`src/rtl/boot_pkg.sv`:
```
package boot_pkg;

    typedef enum logic [3:0] {
        S_IDLE,
        S_PWR,
        S_ID,
        S_WAKE,
        S_LPC,
        S_XTAL,
        S_RDY,
        S_DONE,
        S_FAIL
    } bstate_t;

    typedef enum logic [1:0] {
        E_NONE = 2'd0,
        E_ID   = 2'd1,
        E_LPC  = 2'd2,
        E_RDY  = 2'd3
    } berr_t;

endpackage

```
`src/rtl/boot_timer.sv`:
```
module boot_timer #(
    parameter int W = 16
) (
    input  logic         clk,
    input  logic         rst_n,
    input  logic         load,
    input  logic [W-1:0] val,
    output logic         zero
);

    logic [W-1:0] cnt;

    always_ff @(posedge clk or negedge rst_n) begin
        if (!rst_n) begin
            cnt <= '0;
        end else if (load) begin
            cnt <= val;
        end else if (cnt != '0) begin
            cnt <= cnt - 1'b1;
        end
    end

    assign zero = (cnt == '0);

    // once the counter has drained it stays drained until reloaded
    a_r8_zero_sticky: assert property (@(posedge clk) disable iff (!rst_n)
        (zero && !load) |=> zero);

endmodule

```
`src/rtl/boot_req_port.sv`:
```
module boot_req_port #(
    parameter int AW = 17,
    parameter int DW = 32
) (
    input  logic          clk,
    input  logic          rst_n,
    input  logic          want,
    input  logic [1:0]    func_i,
    input  logic [AW-1:0] addr_i,
    input  logic          wr_i,
    input  logic [DW-1:0] wdata_i,
    input  logic          req_ack,
    output logic          req_valid,
    output logic [1:0]    req_func,
    output logic [AW-1:0] req_addr,
    output logic          req_write,
    output logic [DW-1:0] req_wdata,
    output logic          ack_ok
);

    logic gap;

    always_ff @(posedge clk or negedge rst_n) begin
        if (!rst_n) begin
            gap <= 1'b0;
        end else begin
            gap <= req_valid && req_ack;
        end
    end

    assign req_valid = want && !gap;
    assign req_func  = func_i;
    assign req_addr  = addr_i;
    assign req_write = wr_i;
    assign req_wdata = wdata_i;
    assign ack_ok    = req_valid && req_ack;

    // an unacknowledged request is held with stable fields
    a_r10_hold: assert property (@(posedge clk) disable iff (!rst_n)
        (req_valid && !req_ack) |=> (req_valid && $stable(req_func) && $stable(req_addr)
                                     && $stable(req_write) && $stable(req_wdata)));

    // the cycle after an acknowledge carries no request
    a_r10_gap: assert property (@(posedge clk) disable iff (!rst_n)
        (req_valid && req_ack) |=> !req_valid);

endmodule

```
`src/rtl/pwrup_boot_seq.sv`:
```
module pwrup_boot_seq
    import boot_pkg::*;
#(
    parameter int          CLK_HZ     = 100_000_000,
    parameter int          PWRUP_MS   = 50,
    parameter int          SIM_DLY    = 0,
    parameter int          AW         = 17,
    parameter int          DW         = 32,
    parameter int          TO_W       = 16,
    parameter logic [DW-1:0] ID_PATTERN = 32'hBEAD_FEED,
    parameter logic [1:0]  LPC_FUNC   = 2'd1,
    parameter logic [1:0]  PMU_FUNC   = 2'd1
) (
    input  logic            clk,
    input  logic            rst_n,
    input  logic            start,
    input  logic            cold_boot,
    input  logic [AW-1:0]   pmu_addr,
    input  logic [DW-1:0]   xtal_val,
    input  logic [AW-1:0]   lpc_addr,
    input  logic [DW-1:0]   lpc_mask,
    input  logic [TO_W-1:0] to_id,
    input  logic [TO_W-1:0] to_lpc,
    input  logic [TO_W-1:0] to_rdy,
    input  logic            chip_active_irq,
    output logic            req_valid,
    output logic [1:0]      req_func,
    output logic [AW-1:0]   req_addr,
    output logic            req_write,
    output logic [DW-1:0]   req_wdata,
    input  logic            req_ack,
    input  logic [DW-1:0]   rsp_rdata,
    output logic            busy,
    output logic            done,
    output logic            err,
    output logic [1:0]      err_code
);

    localparam int DLY_CYC = (SIM_DLY != 0) ? SIM_DLY : (CLK_HZ / 1000) * PWRUP_MS;
    localparam int DLY_W   = $clog2(DLY_CYC + 1);
    localparam int CNT_W   = (DLY_W > TO_W) ? DLY_W : TO_W;
    localparam logic [AW-1:0] ID_ADDR   = AW'(20);
    localparam logic [AW-1:0] WAKE_ADDR = '0;
    localparam logic [DW-1:0] WAKE_DATA = DW'(8'h80);

    bstate_t          st, nxt;
    berr_t            ecode, fail_code;
    logic             t_load, t_zero;
    logic [CNT_W-1:0] t_val;
    logic             want, wr_c, ack_ok;
    logic [1:0]       func_c;
    logic [AW-1:0]    addr_c;
    logic [DW-1:0]    wdata_c;

    boot_timer #(.W(CNT_W)) u_timer (
        .clk   (clk),
        .rst_n (rst_n),
        .load  (t_load),
        .val   (t_val),
        .zero  (t_zero)
    );

    boot_req_port #(.AW(AW), .DW(DW)) u_port (
        .clk       (clk),
        .rst_n     (rst_n),
        .want      (want),
        .func_i    (func_c),
        .addr_i    (addr_c),
        .wr_i      (wr_c),
        .wdata_i   (wdata_c),
        .req_ack   (req_ack),
        .req_valid (req_valid),
        .req_func  (req_func),
        .req_addr  (req_addr),
        .req_write (req_write),
        .req_wdata (req_wdata),
        .ack_ok    (ack_ok)
    );

    // next state and timer control
    always_comb begin
        nxt       = st;
        t_load    = 1'b0;
        t_val     = '0;
        fail_code = E_NONE;
        unique case (st)
            S_IDLE, S_DONE, S_FAIL: begin
                if (start) begin
                    nxt    = S_PWR;
                    t_load = 1'b1;
                    t_val  = CNT_W'(DLY_CYC);
                end
            end
            S_PWR: begin
                if (t_zero) begin
                    nxt    = S_ID;
                    t_load = 1'b1;
                    t_val  = CNT_W'(to_id);
                end
            end
            S_ID: begin
                fail_code = E_ID;
                if (ack_ok) begin
                    if (rsp_rdata == ID_PATTERN) nxt = S_WAKE;
                    else if (t_zero)             nxt = S_FAIL;
                end
            end
            S_WAKE: begin
                if (ack_ok) begin
                    if (cold_boot) begin
                        nxt    = S_LPC;
                        t_load = 1'b1;
                        t_val  = CNT_W'(to_lpc);
                    end else begin
                        nxt = S_XTAL;
                    end
                end
            end
            S_LPC: begin
                fail_code = E_LPC;
                if (ack_ok) begin
                    if ((rsp_rdata & lpc_mask) != '0) nxt = S_XTAL;
                    else if (t_zero)                  nxt = S_FAIL;
                end
            end
            S_XTAL: begin
                if (ack_ok) begin
                    nxt    = S_RDY;
                    t_load = 1'b1;
                    t_val  = CNT_W'(to_rdy);
                end
            end
            S_RDY: begin
                fail_code = E_RDY;
                if (chip_active_irq) nxt = S_DONE;
                else if (t_zero)     nxt = S_FAIL;
            end
            default: nxt = S_IDLE;
        endcase
    end

    // state register and captured error code
    always_ff @(posedge clk or negedge rst_n) begin
        if (!rst_n) begin
            st    <= S_IDLE;
            ecode <= E_NONE;
        end else begin
            st <= nxt;
            if (nxt == S_FAIL && st != S_FAIL) ecode <= fail_code;
        end
    end

    // outputs
    always_comb begin
        want    = 1'b0;
        func_c  = 2'd0;
        addr_c  = '0;
        wr_c    = 1'b0;
        wdata_c = '0;
        unique case (st)
            S_ID: begin
                want   = 1'b1;
                addr_c = ID_ADDR;
            end
            S_WAKE: begin
                want    = 1'b1;
                addr_c  = WAKE_ADDR;
                wr_c    = 1'b1;
                wdata_c = WAKE_DATA;
            end
            S_LPC: begin
                want   = 1'b1;
                func_c = LPC_FUNC;
                addr_c = lpc_addr;
            end
            S_XTAL: begin
                want    = 1'b1;
                func_c  = PMU_FUNC;
                addr_c  = pmu_addr;
                wr_c    = 1'b1;
                wdata_c = xtal_val;
            end
            default: ;
        endcase
    end

    assign busy     = (st != S_IDLE) && (st != S_DONE) && (st != S_FAIL);
    assign done     = (st == S_DONE);
    assign err      = (st == S_FAIL);
    assign err_code = err ? ecode : E_NONE;

    // a matching identification response leads to the wake write
    a_r4_wake_follows: assert property (@(posedge clk) disable iff (!rst_n)
        (st == S_ID && ack_ok && rsp_rdata == ID_PATTERN) |=> (st == S_WAKE));

    // a warm boot skips the clock poll
    a_r5_warm_skip: assert property (@(posedge clk) disable iff (!rst_n)
        (st == S_WAKE && ack_ok && !cold_boot) |=> (st == S_XTAL));

    // ready is only declared on a sampled interrupt
    a_r7_done_on_irq: assert property (@(posedge clk) disable iff (!rst_n)
        $rose(done) |-> $past(chip_active_irq));

    // a failure always carries a phase code
    a_r8_code_set: assert property (@(posedge clk) disable iff (!rst_n)
        err |-> (err_code != 2'd0));

    // end states hold without a start
    a_r9_sticky: assert property (@(posedge clk) disable iff (!rst_n)
        ((done || err) && !start) |=> $stable(done) && $stable(err));

endmodule

```
`config.mk`:
```
export PLATFORM = sky130hd
export DESIGN_NAME = pwrup_boot_seq
export DESIGN_NICKNAME = d
export VERILOG_FILES = /design/src/rtl/boot_pkg.sv /design/src/rtl/boot_timer.sv /design/src/rtl/boot_req_port.sv /design/src/rtl/pwrup_boot_seq.sv
export SDC_FILE = /design/constraint.sdc
export NUM_CORES = 1
export LEC_CHECK = 0
export BUFFER_PORTS_ARGS = -buffer_cell sky130_fd_sc_hd__buf_2
export CAP_MARGIN = 5
export CORE_MARGIN = 10
export CORE_UTILIZATION = 34
export CTS_BUF_LIST = sky130_fd_sc_hd__clkbuf_8
export DETAILED_ROUTE_END_ITERATION = 12
export PLACE_DENSITY = 0.72
export REMOVE_ABC_BUFFERS = 1
export SYNTH_ARGS = -nofsm -noshare
export SYNTH_HDL_FRONTEND = slang
export SYNTH_SLANG_ARGS = --single-unit
```
`constraint.sdc`:
```
create_clock -name clk -period 2.5 [get_ports clk]
set_input_delay 0.5 -clock clk [delete_from_list [all_inputs] [get_ports clk]]
set_output_delay 0.5 -clock clk [all_outputs]
set_load 0.01 [all_outputs]
```
==> flow_metrics.env, run 1 <==
export IMPL_grt_overflow=0
export IMPL_slew_headroom_pct=54.5
export IMPL_hold_path_class="input pin to asynchronous set/reset pin"
export IMPL_use_met3_pct=4.78
export IMPL_placedInstanceArea_um2=4250
export IMPL_yosysWarnings=0
export IMPL_rsz0062_at_grt="false"
export IMPL_synth_edf_count=0
export IMPL_multi_input_area_um2=2020
export IMPL_first_pass_iters=4
export IMPL_syn_to_final_growth_pct=52.1
export IMPL_grt_use_total_pct=20.0
export IMPL_clkTransAtPathRegs_ns=0.07
export IMPL_fmax_mhz=420
export IMPL_finClkSkew_ns=0.00927
export IMPL_cts_buffers=5
export IMPL_end_kind="primary output"
export IMPL_wl_per_cell_um=19.4
export IMPL_synth_seq_cells=30
export IMPL_synthTopCellsByArea="dfrtp_1 (26%), and3_1 (7.4%), mux2i_1 (5.6%), nor2_1 (5.1%), nand2_1 (3.3%)"
export IMPL_drive_above_1_share_pct=49.7
export IMPL_synthTopCellsByCount="nor2_1 (39), and3_1 (34), dfrtp_1 (30)"
export IMPL_pre_cts_slack_ns=0.0980
export IMPL_core_area_um2=8220
export IMPL_num_antenna_cells=0
export IMPL_clkLatencyLatePin_ns=0.28
export IMPL_cap_violations=0
export IMPL_routed_via_density=5.41
export IMPL_yosysUniqueCellTypes=67
export IMPL_max_slew_worst_pin_slew_ns=0.682
export IMPL_regArea_um2=753
export IMPL_clock_sinks=30
export IMPL_netlist_area_um2=2880
export IMPL_power_density_nw_per_um2=811
export IMPL_clockBufferDepth=2
export IMPL_slew_viol_final=0
export IMPL_synth_largest_area_cell="dfrtp_1"
export IMPL_cts_hold_buf=0
export IMPL_antenna_found_initial=0
export IMPL_leakagePower_nw=2.35
export IMPL_synthCells=351
export IMPL_async_flop_share_pct=100
export IMPL_die_y_um=112
export IMPL_setup_viol=0
export IMPL_start_kind="flip-flop"
export IMPL_ant_nets=0
export IMPL_synth_top_area_share_pct=26.1
export IMPL_initialDrtViolationCount=253
export IMPL_min_period_ns=2.38
export IMPL_first_global_vias=3932
export IMPL_dr_total_vias=3801
export IMPL_gp_congestion=0.891
export IMPL_synth_most_common_cell="nor2_1"
export IMPL_wirelength_um=13600
export IMPL_grt_util_met2_pct=36.8
export IMPL_irDropWorstVdd_mv=0.387
export IMPL_postCtsSetupRepairBufs=0
export IMPL_worstSetupPathType="flip-flop to primary output"
export IMPL_yosysSeqAreaShare_pct=26.1
export IMPL_status="completed"
export IMPL_io_pins=242
export IMPL_critPathArrivalTime_ns=1.88
export IMPL_dpl_hpwl_um=11800
export IMPL_die_area_um2=12500
export IMPL_final_nets=781
export IMPL_root_buffer="clkbuf_8"
export IMPL_cts_htree_levels=2
export IMPL_fin_ws_ns=0.122
export IMPL_fp_row_count=33
export IMPL_worstPathMaxFanout=48
export IMPL_port_buffers=240
export IMPL_use_met1_pct=23.2
export IMPL_grt_max_degree=49
export IMPL_fillCellCount=823
export IMPL_finalHoldViolCount=0
export IMPL_period_share_pct=95.1
export IMPL_drc=0
export IMPL_die_w_um=112
export IMPL_grt_pass1_wl_um=21100
export IMPL_cp_required_ns=2.00
export IMPL_finalInstanceArea_um2=4380
export IMPL_start_util_pct=35.0
export IMPL_yosys_most_used_dff="dfrtp_1"
export IMPL_cts_tree="yes"
export IMPL_busiest_layer="met2"
export IMPL_syn_avg_cell_area_um2=8.20
[worst max-delay path: stages (launching register included)]
cell	delay [ns]
dfrtp_2	0.49
buf_4	0.45
mux2_2	0.39
nand2_1	0.06
a21oi_1	0.05
buf_2	0.15
[metal layers]
| layer | part of all wire, % | wire [µm] |
|---|---|---|
| met4 | 0.82 | 112 |
| met1 | 40 | 5530 |
| met3 | 6.7 | 912 |
| met2 | 52 | 7100 |
| met5 | 0 | 0 |
[logic make-up (layout without fill, tap and decap cells)]
| logic type | Yosys count | in the layout | share of synthesized area [%] |
|---|---|---|---|
| flip-flops | 30 | 30 | 26.1 |
| XOR/XNOR | 17 | 17 | 5.17 |
| adder cells (fa/ha/maj) | 1 | 1 | 0.435 |
| multiplexers | 19 | 19 | 6.74 |
| other | 1 | 1 | 0.130 |
| AND/OR/NAND/NOR | 167 | 167 | 34.3 |
| buffers and inverters | 28 | 274 | 4.09 |
| AO/OA/AOI/OAI | 88 | 88 | 23.1 |
[layout by cell type, fill, tap and decap left out, types with 3 or more instances in the layout]
| cell | Yosys | layout |
|---|---|---|
| a22oi_1 | 9 | 9 |
| o21ai_1 | 4 | 4 |
| nand4b_1 | 6 | 6 |
| mux2i_1 | 16 | 16 |
| nand2_1 | 25 | 25 |
| nand4_1 | 4 | 4 |
| a222oi_1 | 9 | 9 |
| inv_1 | 7 | 6 |
| xnor2_1 | 8 | 8 |
| dfrtp_1 | 30 | 28 |
| a22o_1 | 5 | 5 |
| and3_1 | 34 | 34 |
| or3_1 | 3 | 3 |
| a21oi_1 | 12 | 12 |
| nand2b_1 | 7 | 6 |
| clkinvlp_4 | 0 | 4 |
| buf_4 | 2 | 17 |
| nor2_1 | 39 | 39 |
| a221oi_1 | 10 | 10 |
| o211ai_1 | 5 | 5 |
| xor2_1 | 9 | 9 |
| nor3_2 | 4 | 4 |
| mux2_2 | 3 | 3 |
| nor4_1 | 4 | 3 |
| o21ai_0 | 13 | 13 |
| clkbuf_8 | 0 | 6 |
| buf_2 | 4 | 240 |
| nand3_1 | 7 | 7 |
| nor3_1 | 8 | 8 |
[state kept, by name, indices dropped and copies added (netlist names)]
signal       cells
u_timer.cnt     23
st               4
u_port.gap       1
ecode            2
[metrics by stage]
step                power (mW)  TNS [ns]  cells  utilization [%]  hold slack, ns
finish                    3.55         0    702             53.3           0.254
global route              3.84         0    702             53.3           0.317
CTS                       3.52         0    700             52.9           0.280
detailed placement        3.09         0    692             51.7           0.500
global placement          3.02         0    692             51.7           0.489
floorplan                 2.24    -12.25    330                -           0.204
[worst paths after layout]
kind,endpoint,startpoint,cells past startpoint,slack [ns]
max,req_addr[4],st[0]$_DFF_PN0_,5,0.12
min,u_timer.cnt[19]$_DFFE_PN0P_,rst_n,1,0.25
max reg2reg,ecode[1]$_DFFE_PN0P_,u_timer.cnt[0]$_DFFE_PN0P_,8,0.19
min reg2reg,ecode[1]$_DFFE_PN0P_,ecode[1]$_DFFE_PN0P_,1,0.51
max in group asynchronous,st[1]$_DFF_PN0_,rst_n,1,1.75
min in group clk,u_timer.cnt[9]$_DFFE_PN0P_,to_id[9],3,0.45
[timing repair]
item / 4_1_cts / 5_1_grt
setup endpoints to repair: 31 / 37
cloned: 0 / 2
resized for setup: 1 / 7
[where the power goes]
part	total [mW]	internal, mW	switching, mW
logic	2.21	0.975	1.23
registers	0.933	0.671	0.262
clock network	0.407	0.221	0.186
total	3.55	1.87	1.68
[cell type report]
class | instances | area share (%)
clock buffer | 6 | 1.89
clock inverter | 2 | 0.286
inverter | 7 | 0.686
multi-input combinational | 293 | 46.2
sequential | 30 | 17.2
tap | 105 | 3.00
timing repair buffer | 257 | 30.4
timing repair inverter | 2 | 0.343
No activity file was read; power rests on OpenSTA's default activity.
==> inputs of run 2 (changes only) <==
==> constraint.sdc (replaced) <==
create_clock -name clk -period 2.5 [get_ports clk]
set_input_delay 0.375 -clock clk [delete_from_list [all_inputs] [get_ports clk]]
set_output_delay 0.375 -clock clk [all_outputs]
set_load 0.01 [all_outputs]
==> flow_metrics.env, run 2 (synthesized netlist as in run 1, its figures left out) <==
export IMPL_status="completed"
export IMPL_first_pass_iters=6
export IMPL_finalHoldViolCount=0
export IMPL_clock_sinks=30
export IMPL_fin_hold_ws_ns=0.139
export IMPL_layout_common_cells="buf_2 (240), nor2_1 (39), and3_1 (34), dfrtp_1 (28), nand2_1 (25)"
export IMPL_core_area_um2=8220
export IMPL_end_kind="primary output"
export IMPL_clkTransAtPathRegs_ns=0.07
export IMPL_start_util_pct=35.0
export IMPL_rsz0062_at_grt="false"
export IMPL_drive_above_1_share_pct=49.2
export IMPL_multi_input_area_um2=2030
export IMPL_wirelength_um=13600
export IMPL_slew_viol_final=0
export IMPL_wl_per_cell_um=19.4
export IMPL_top_layer="met4"
export IMPL_critPathBufInv=2
export IMPL_wl_met2_um=7010
export IMPL_setup_viol=0
export IMPL_die_y_um=112
export IMPL_regArea_um2=753
export IMPL_final_nets=779
export IMPL_finClkSkew_ns=0.00578
export IMPL_largest_register_ffs=23
export IMPL_period_share_pct=93.8
export IMPL_worstPathMaxFanout=16
export IMPL_port_buffers=240
export IMPL_die_w_um=112
export IMPL_root_buffer="clkbuf_8"
export IMPL_final_common_cell="buf_2"
export IMPL_slowest_delay_ns=0.49
export IMPL_fillCellCount=820
export IMPL_grt_overflow=0
export IMPL_fp_row_count=33
export IMPL_leakagePower_nw=2.35
export IMPL_cp_required_ns=2.12
export IMPL_antenna_found_initial=0
export IMPL_initialDrtViolationCount=290
export IMPL_grt_use_total_pct=20.1
export IMPL_top_register="u_timer.cnt"
export IMPL_min_period_ns=2.34
export IMPL_dpl_hpwl_um=11700
export IMPL_gp_congestion=0.929
export IMPL_cp_cell_sequence="nor2b_1, nand2b_1, clkinvlp_4, and3_1, buf_2"
export IMPL_io_pins=242
export IMPL_cts_htree_levels=2
export IMPL_crit_slowest_cell="dfrtp_1"
export IMPL_grt_pass1_wl_um=21000
export IMPL_power_mw=3.50
export IMPL_worstSetupPathType="flip-flop to primary output"
export IMPL_cap_violations=0
export IMPL_drc=0
export IMPL_start_kind="flip-flop"
export IMPL_top_regs="u_timer.cnt (23), st (4), ecode (2)"
export IMPL_cts_buffers=5
export IMPL_clockBufferDepth=2
export IMPL_first_global_vias=3899
export IMPL_ant_nets=0
export IMPL_reg2reg_slack_ns=0.21
export IMPL_hold_path_class="input pin to asynchronous set/reset pin"
export IMPL_die_area_um2=12500
export IMPL_cts_tree="yes"
export IMPL_slew_headroom_pct=53.3
export IMPL_wl_met1_um=5560
export IMPL_dr_total_vias=3841
export IMPL_place_inst=691
export IMPL_irDropWorstVdd_mv=0.421
export IMPL_grt_max_degree=49
export IMPL_max_slew_worst_pin_slew_ns=0.700
export IMPL_cp_top_family="simple AND/OR/NAND/NOR gates"
export IMPL_fin_cells=700
export IMPL_clkLatencyLatePin_ns=0.28
export IMPL_power_density_nw_per_um2=802
export IMPL_critPathArrivalTime_ns=1.97
export IMPL_dr_wl_met3_um=905
export IMPL_syn_to_final_growth_pct=51.6
export IMPL_fmax_mhz=426
export IMPL_num_antenna_cells=0
export IMPL_routed_via_density=5.49
==> run 2: area by class of cell <==
cell class	instances	share of cell area, %
clock buffer	6	1.89
clock inverter	2	0.201
inverter	7	0.688
multi-input combinational	293	46.5
sequential	30	17.3
tap	105	3.01
timing repair buffer	256	30.3
timing repair inverter	1	0.172
==> run 2: per-stage QoR <==
stage / util [%] / worst slack, ns / cell area (µm²) / setup TNS (ns)
floorplan: - / -0.626 / 2790 / -12.20
finish: 53.1 / 0.155 / 4360 / 0
CTS: 52.7 / 0.0172 / 4330 / 0
global placement: 51.6 / 0.239 / 4240 / 0
detailed placement: 51.6 / 0.163 / 4240 / 0
global route: 53.1 / 0.0215 / 4360 / 0
==> run 2: report_power, final <==
group	internal, mW	total [mW]	leakage, nW	switching [mW]
Combinational	0.961	2.17	1.92	1.21
Clock	0.218	0.396	0.0524	0.179
Sequential	0.671	0.932	0.377	0.261
==> run 2: what timing repair did <==
item / 4_1_cts / 5_1_grt
gates resized for setup: 0 / 6
hold buffers: 0 / 0
setup endpoints to repair: 0 / 45
setup buffers: 0 / 0
==> run 2: final timing paths <==
check | start | end | cells past startpoint
setup reg to reg | u_timer.cnt[0]$_DFFE_PN0P_ | u_timer.cnt[20]$_DFFE_PN0P_ | 9
hold / removal | rst_n | u_timer.cnt[13]$_DFFE_PN0P_ | 1
min in group clk | to_id[11] | u_timer.cnt[11]$_DFFE_PN0P_ | 3
max in group asynchronous | rst_n | st[0]$_DFF_PN0_ | 1
setup / recovery | st[2]$_DFF_PN0_ | req_wdata[14] | 5
hold reg to reg | ecode[0]$_DFFE_PN0P_ | ecode[0]$_DFFE_PN0P_ | 2
==> run 2: layer usage <==
metal,vias up,GRT usage [%]
met2,174,36.1
met1,1819,23.8
met3,12,4.94
li1,1836,-
met4,0,3.38
met5,-,0
